File: src/rtl/drv_seq_pkg.sv
package drv_seq_pkg;

  typedef enum logic [2:0] {
    ST_RESET,
    ST_LOCKED,
    ST_ACTIVE,
    ST_WDTRIP,
    ST_DUPHOLD
  } seqState_t;

  typedef struct packed {
    logic       cfg;
    logic       load;
    logic       incDec;
    logic       strat;
    logic [1:0] chan;
    logic [3:0] data;
  } cmdStrobe_t;

  localparam logic [7:0] UNLOCK_WORD  = 8'h3A;
  localparam logic [7:0] REFRESH_WORD = 8'h35;

  function automatic logic isLegalCfg(input logic [3:0] code);
    return (code[1:0] != 2'b11) && (code[3:2] != 2'b11);
  endfunction

endpackage

File: src/rtl/drv_bus_capture.sv
module drv_bus_capture #(
  parameter int SYNC_STAGES = 2
) (
  input  logic       clk,
  input  logic       rstN,
  input  logic       csN,
  input  logic       wrN,
  input  logic [3:0] busAddr,
  input  logic [3:0] busData,
  output logic       wordValid,
  output logic [7:0] word
);
  localparam int TOP = SYNC_STAGES - 1;

  logic [TOP:0] csSync;
  logic [TOP:0] wrSync;
  logic         writeActive;
  logic         writeActiveQ;

  always_ff @(posedge clk or negedge rstN) begin
    if (!rstN) begin
      csSync       <= '1;
      wrSync       <= '1;
      writeActiveQ <= 1'b0;
    end else begin
      csSync       <= {csSync[TOP-1:0], csN};
      wrSync       <= {wrSync[TOP-1:0], wrN};
      writeActiveQ <= writeActive;
    end
  end

  assign writeActive = !csSync[TOP] && !wrSync[TOP];
  assign wordValid   = writeActive && !writeActiveQ;
  assign word        = {busAddr, busData};
endmodule

File: src/rtl/drv_seq_ctrl.sv
module drv_seq_ctrl
  import drv_seq_pkg::*;
#(
  parameter int WD_CYCLES = 50000,
  parameter int RST_DELAY = 20000
) (
  input  logic       clk,
  input  logic       rstN,
  input  logic       pwrGood,
  input  logic       wordValid,
  input  logic [7:0] word,
  output cmdStrobe_t strobe,
  output logic       powerEn,
  output logic       rstOutN
);
  localparam int MAX_COUNT = (WD_CYCLES > RST_DELAY) ? WD_CYCLES : RST_DELAY;
  localparam int TMR_W     = $clog2(MAX_COUNT + 1);

  seqState_t        state, nextState;
  logic [TMR_W-1:0] tmr, nextTmr;
  logic [1:0]       cfgd, nextCfgd;

  logic [1:0] chan;
  logic       opCfg, opLoad, opStrat, opStep;
  logic       isUnlock, isRefresh, chanCfgd, wdExpired, delayDone;

  assign chan      = (word[6] && word[7]) ? 2'd3 : word[6] ? 2'd1 : word[7] ? 2'd2 : 2'd0;
  assign opCfg     = !word[4] && !word[5];
  assign opLoad    = !word[4] &&  word[5];
  assign opStrat   =  word[4] && !word[5];
  assign opStep    =  word[4] &&  word[5];
  assign isUnlock  = wordValid && (word == UNLOCK_WORD);
  assign isRefresh = wordValid && (word == REFRESH_WORD);
  assign chanCfgd  = (chan == 2'd1) ? cfgd[0] : cfgd[1];
  assign wdExpired = (tmr == TMR_W'(WD_CYCLES - 1));
  assign delayDone = (tmr == TMR_W'(RST_DELAY - 1));

  always_comb begin
    nextState   = state;
    nextTmr     = tmr;
    nextCfgd    = cfgd;
    strobe      = '0;
    strobe.chan = chan;
    strobe.data = word[3:0];
    if (!pwrGood) begin
      nextState = ST_RESET;
      nextTmr   = '0;
      nextCfgd  = '0;
    end else begin
      case (state)
        ST_RESET, ST_DUPHOLD: begin
          if (delayDone) begin
            nextState = ST_LOCKED;
            nextTmr   = '0;
          end else begin
            nextTmr = tmr + 1'b1;
          end
        end
        ST_LOCKED: begin
          if (isUnlock) begin
            nextState = ST_ACTIVE;
            nextTmr   = '0;
            nextCfgd  = '0;
          end
        end
        ST_ACTIVE: begin
          if (isUnlock || isRefresh) begin
            nextTmr = '0;
            if (isUnlock) nextCfgd = '0;
          end else if (wdExpired) begin
            nextState = ST_WDTRIP;
          end else begin
            nextTmr = tmr + 1'b1;
            if (wordValid && chan != 2'd0) begin
              if (opCfg) begin
                if (chan != 2'd3 && isLegalCfg(word[3:0])) begin
                  if (chanCfgd) begin
                    nextState = ST_DUPHOLD;
                    nextTmr   = '0;
                    nextCfgd  = '0;
                  end else begin
                    if (chan == 2'd1) nextCfgd[0] = 1'b1;
                    else              nextCfgd[1] = 1'b1;
                    strobe.cfg = 1'b1;
                  end
                end
              end else if (chan == 2'd3 || chanCfgd) begin
                strobe.load   = opLoad;
                strobe.strat  = opStrat;
                strobe.incDec = opStep;
              end
            end
          end
        end
        default: ;
      endcase
    end
  end

  always_ff @(posedge clk or negedge rstN) begin
    if (!rstN) begin
      state <= ST_RESET;
      tmr   <= '0;
      cfgd  <= '0;
    end else begin
      state <= nextState;
      tmr   <= nextTmr;
      cfgd  <= nextCfgd;
    end
  end

  assign powerEn = (state == ST_ACTIVE);
  assign rstOutN = !((state == ST_RESET) || (state == ST_DUPHOLD));
endmodule

File: src/rtl/drv_cmd_outreg.sv
module drv_cmd_outreg
  import drv_seq_pkg::*;
(
  input  logic       clk,
  input  logic       rstN,
  input  cmdStrobe_t strobe,
  output logic       cfgWe,
  output logic       dacLoad,
  output logic       dacIncDec,
  output logic       strategyWe,
  output logic [1:0] cmdChan,
  output logic [3:0] cmdData
);
  logic anyFire;
  assign anyFire = strobe.cfg || strobe.load || strobe.incDec || strobe.strat;

  always_ff @(posedge clk or negedge rstN) begin
    if (!rstN) begin
      cfgWe      <= 1'b0;
      dacLoad    <= 1'b0;
      dacIncDec  <= 1'b0;
      strategyWe <= 1'b0;
      cmdChan    <= '0;
      cmdData    <= '0;
    end else begin
      cfgWe      <= strobe.cfg;
      dacLoad    <= strobe.load;
      dacIncDec  <= strobe.incDec;
      strategyWe <= strobe.strat;
      if (anyFire) begin
        cmdChan <= strobe.chan;
        cmdData <= strobe.data;
      end
    end
  end
endmodule

File: src/rtl/drv_cmd_sequencer.sv
module drv_cmd_sequencer
  import drv_seq_pkg::*;
#(
  parameter int WD_CYCLES   = 50000,
  parameter int RST_DELAY   = 20000,
  parameter int SYNC_STAGES = 2
) (
  input  logic       clk,
  input  logic       rstN,
  input  logic       pwrGood,
  input  logic       csN,
  input  logic       wrN,
  input  logic [3:0] busAddr,
  input  logic [3:0] busData,
  output logic       rstOutN,
  output logic       powerEn,
  output logic       cfgWe,
  output logic       dacLoad,
  output logic       dacIncDec,
  output logic       strategyWe,
  output logic [1:0] cmdChan,
  output logic [3:0] cmdData
);
  logic       wordValid;
  logic [7:0] word;
  cmdStrobe_t strobe;

  drv_bus_capture #(.SYNC_STAGES(SYNC_STAGES)) i_capture (
    .clk(clk), .rstN(rstN), .csN(csN), .wrN(wrN),
    .busAddr(busAddr), .busData(busData),
    .wordValid(wordValid), .word(word)
  );

  drv_seq_ctrl #(.WD_CYCLES(WD_CYCLES), .RST_DELAY(RST_DELAY)) i_ctrl (
    .clk(clk), .rstN(rstN), .pwrGood(pwrGood),
    .wordValid(wordValid), .word(word),
    .strobe(strobe), .powerEn(powerEn), .rstOutN(rstOutN)
  );

  drv_cmd_outreg i_outreg (
    .clk(clk), .rstN(rstN), .strobe(strobe),
    .cfgWe(cfgWe), .dacLoad(dacLoad), .dacIncDec(dacIncDec),
    .strategyWe(strategyWe), .cmdChan(cmdChan), .cmdData(cmdData)
  );
endmodule

File: config.mk
export PLATFORM = sky130hd
export DESIGN_NAME = drv_cmd_sequencer
export DESIGN_NICKNAME = d
export VERILOG_FILES = /design/src/rtl/drv_seq_pkg.sv /design/src/rtl/drv_bus_capture.sv /design/src/rtl/drv_seq_ctrl.sv /design/src/rtl/drv_cmd_outreg.sv /design/src/rtl/drv_cmd_sequencer.sv
export SDC_FILE = /design/constraint.sdc
export NUM_CORES = 1
export LEC_CHECK = 0
export ABC_AREA = 0
export BUFFER_PORTS_ARGS = -buffer_cell sky130_fd_sc_hd__buf_2
export CAP_MARGIN = 5
export CORE_AREA = 2 2 77 79
export DETAILED_ROUTE_END_ITERATION = 10
export DIE_AREA = 0 0 79 81
export GPL_TIMING_DRIVEN = 0
export SLEW_MARGIN = 20
export SYNTH_ARGS = -nofsm -noshare
export SYNTH_HDL_FRONTEND = slang
export SYNTH_SLANG_ARGS = --single-unit
export TNS_END_PERCENT = 5
File: constraint.sdc
create_clock -name clk -period 2.7 [get_ports clk]
set_input_delay 0.405 -clock clk [delete_from_list [all_inputs] [get_ports clk]]
set_output_delay 0.405 -clock clk [all_outputs]
set_load 0.01 [all_outputs]
==> flow_metrics.tcl <==
set metrics [dict create \
    rsz0062_at_grt "false" \
    start_util_pct 38.3 \
    setup_viol 0 \
    wl_um 5300 \
    critPathRequiredTime_ps 2880 \
    slew_viol_final 0 \
    io_pins 25 \
    io_buffers 23 \
    gr-usage-met2_pct 30.1 \
    hold_viol_final 0 \
    critPathMaxFanout 6 \
    ir_drop_v 0.000283 \
    slew-limit-headroom_pct 47.4 \
    coreArea_um2 5680 \
    r2r_start "i_ctrl.tmr[0]$_DFFE_PN0P_" \
    syn-instance-count 224 \
    p_int_mw 1.08 \
    drv_cap 0 \
    cts_tree "yes" \
    arrival_ps 2550 \
    syn_nets 238 \
    rows 28 \
    die_y_um 81 \
    grt_pass1_vias 1779 \
    critPathKind "reg2reg" \
    rr_worst_depth 6 \
    clk_pin_slew_ps 80 \
    power.total_mw 1.77 \
    place_ws_ps 151 \
    p_sw_mw 0.686 \
    holdCritPathClass "in2async" \
    place_inst 322 \
    gp_congestion 0.856 \
    seqPwrFrac_pct 37.6 \
    routed_via_density 5.79 \
    grt_start_max_net_pins 37 \
    ys_warn_count 0 \
    leakage_nw 0.989 \
    gr-usage-all-layers_pct 17.9 \
    dpl_cell_area_um2 2380 \
    fin_ws_ps 335 \
    fmax_mhz 423 \
    num_vias 1912 \
    busiest_layer "met2" \
    syn2layout_area_growth_pct 14.1 \
    finClkSkew_ps 6.72 \
    switching_share_pct 38.8 \
    fin_setup_tns_ps 0 \
    cpPeakStageDelay_ps 510 \
    detail_route.wl_per_cell_um 16.1 \
    final_common_cell "dfrtp_1" \
    cp_slowest_cell "a21oi_1" \
    pwr-share-clk_pct 22.7 \
    dieArea_um2 6400 \
    ys_ff_latch 36 \
    clk_latency_ps 290 \
    ys_types 62 \
    use_met3_pct 4.67 \
    final_area_um2 2480 \
    async_flop_share_pct 100 \
    crit_chain "ha_1, and4b_1, nand4_1, nand3_1, a21oi_1, mux2_2" \
    grt_overflow 0 \
    drt_pass1_iterations 4 \
    cts_buffer_depth 2 \
    cp-start-kind "flip-flop" \
    layout_min_cycle_time_ps 2360 \
    grt_pass1_wl_um 8890 \
    whs_ps 188 \
    fin_util_pct 43.7 \
    layout_common_cells "dfrtp_1, buf_2, nor2_1, nand3_1, o21ai_0" \
    place_hpwl_um 3720 \
    ys.flop_type "dfrtp_1" \
    timing.final.crit_share_pct 87.6 \
    r2r_end "i_outreg.cmdChan[1]$_DFFE_PN0P_" \
    die_w_um 79 \
    status "finished, final reports clean" \
    seq_area_frac_synth_pct 41.6 \
    drt_iter0_markers 127 \
    use_met1_pct 23.3 \
    nets 268 \
    fin_cells 330 \
    syn-cell-area_um2 2180 \
    antenna_cells 0 \
    cts_root_buf "clkbuf_8" \
    cts-buffers-inserted 5 \
    drc_errors 0 \
    synth_edf_count 0 \
    htreeDepth 2 \
    cts_setup_buffers 0 \
    end_kind "flip-flop" \
    combPwrFrac_pct 39.6 \
    antenna_found_initial 0 \
    regToRegSetupSlack_ps 340 \
    powerDensity_nw_per_um2 713 \
    drive_gt1_share_pct 21.6 \
    tightest_slew_ps 789 \
    syn_avg_cell_area_um2 9.71 \
    clock-sinks 36 \
    route.antenna.remaining_nets 0 \
]
[registers in the layout, summed over array words and instances (netlist names)]
name and cells:
i_capture.csSync 2, i_capture.wrSync 2, i_capture.writeActiveQ 1, i_ctrl.cfgd 2, i_ctrl.state 3, i_ctrl.tmr 16, i_outreg.cfgWe 1, i_outreg.cmdChan 2
i_outreg.cmdData 4, i_outreg.dacIncDec 1, i_outreg.dacLoad 1, i_outreg.strategyWe 1
[cell usage after synthesis, types with 6 or more instances]
cell type	n	area share (%)
nand4_1	7	2.0
dfrtp_1	32	37
nor2_1	15	2.6
o211ai_1	10	3.5
a22o_1	8	3.2
nand3_1	14	3.2
nand2_1	10	1.7
a211oi_1	6	2.1
o21ai_0	13	3.0
mux2_2	6	3.1
nor3_1	8	1.8
inv_1	11	1.9
[worst max-delay path: cells and delay by family (launching register included)]
kind / cells / cell delay [ps]
AOI/OAI and AO/OA: 1 / 510
and+or+nand+nor: 3 / 660
muxes: 1 / 400
adders and majority gates: 1 / 280
DFF: 1 / 410
[layout make-up]
type                       instances  area [um^2]
buffer                             9         47.5
inverter                          11         41.3
timing repair buffer              23          115
clock buffer                       5         68.8
fill                             569         3190
multi-input combinational        168         1190
clock inverter                     3         23.8
sequential                        36          906
tap                               75         93.8
[power by group through the flow]
stage          clock (mW)  sequential [mW]  combinational [mW]
2_1_floorplan           0            0.682               0.478
3_3_place_gp            0            0.676               0.695
3_5_place_dp            0            0.678               0.699
4_1_cts             0.417            0.668               0.703
5_1_grt             0.446            0.679               0.784
6_report            0.402            0.666               0.702
[worst max-delay path by stage]
stage               cells past startpoint                         endpoint                     startpoint  slack (ps)
floorplan                               7       i_ctrl.tmr[10]$_DFFE_PN0P_                     busAddr[2]         640
global placement                        6        i_ctrl.tmr[5]$_DFFE_PN0P_                     busData[0]         160
detailed placement                      6        i_ctrl.tmr[5]$_DFFE_PN0P_                     busData[0]         150
CTS                                     5        i_ctrl.tmr[5]$_DFFE_PN0P_  i_capture.wrSync[1]$_DFF_PN1_         270
global route                            6  i_outreg.cmdChan[1]$_DFFE_PN0P_      i_ctrl.tmr[0]$_DFFE_PN0P_         170
finish                                  6  i_outreg.cmdChan[1]$_DFFE_PN0P_      i_ctrl.tmr[0]$_DFFE_PN0P_         340
[layer usage]
| layer | share of wire (%) | up-vias |
|---|---|---|
| li1 | - | 929 |
| met1 | 46 | 929 |
| met2 | 48 | 52 |
| met3 | 5.0 | 2 |
| met4 | 0.47 | 0 |
| met5 | 0 | - |
[repair_timing]
action                                  4_1_cts  5_1_grt
hold buffers                                  0        0
resized for setup                             0        1
endpoints found under the setup margin        0        1
[kinds of logic (layout without fill, tap and decap cells)]
kind of cell             count (synthesis)  count (layout)  synth area share (%)
multiplexers                             6               6                  3.11
XOR/XNOR                                 2               2                 0.805
flip-flops                              36              36                  41.6
AND/OR/NAND/NOR                         97              97                  27.9
adder cells (fa/ha/maj)                  2               2                  1.04
buffers and inverters                   20              51                  4.08
AO/OA/AOI/OAI                           61              61                  21.5
Power figures use the tool's default switching activity.
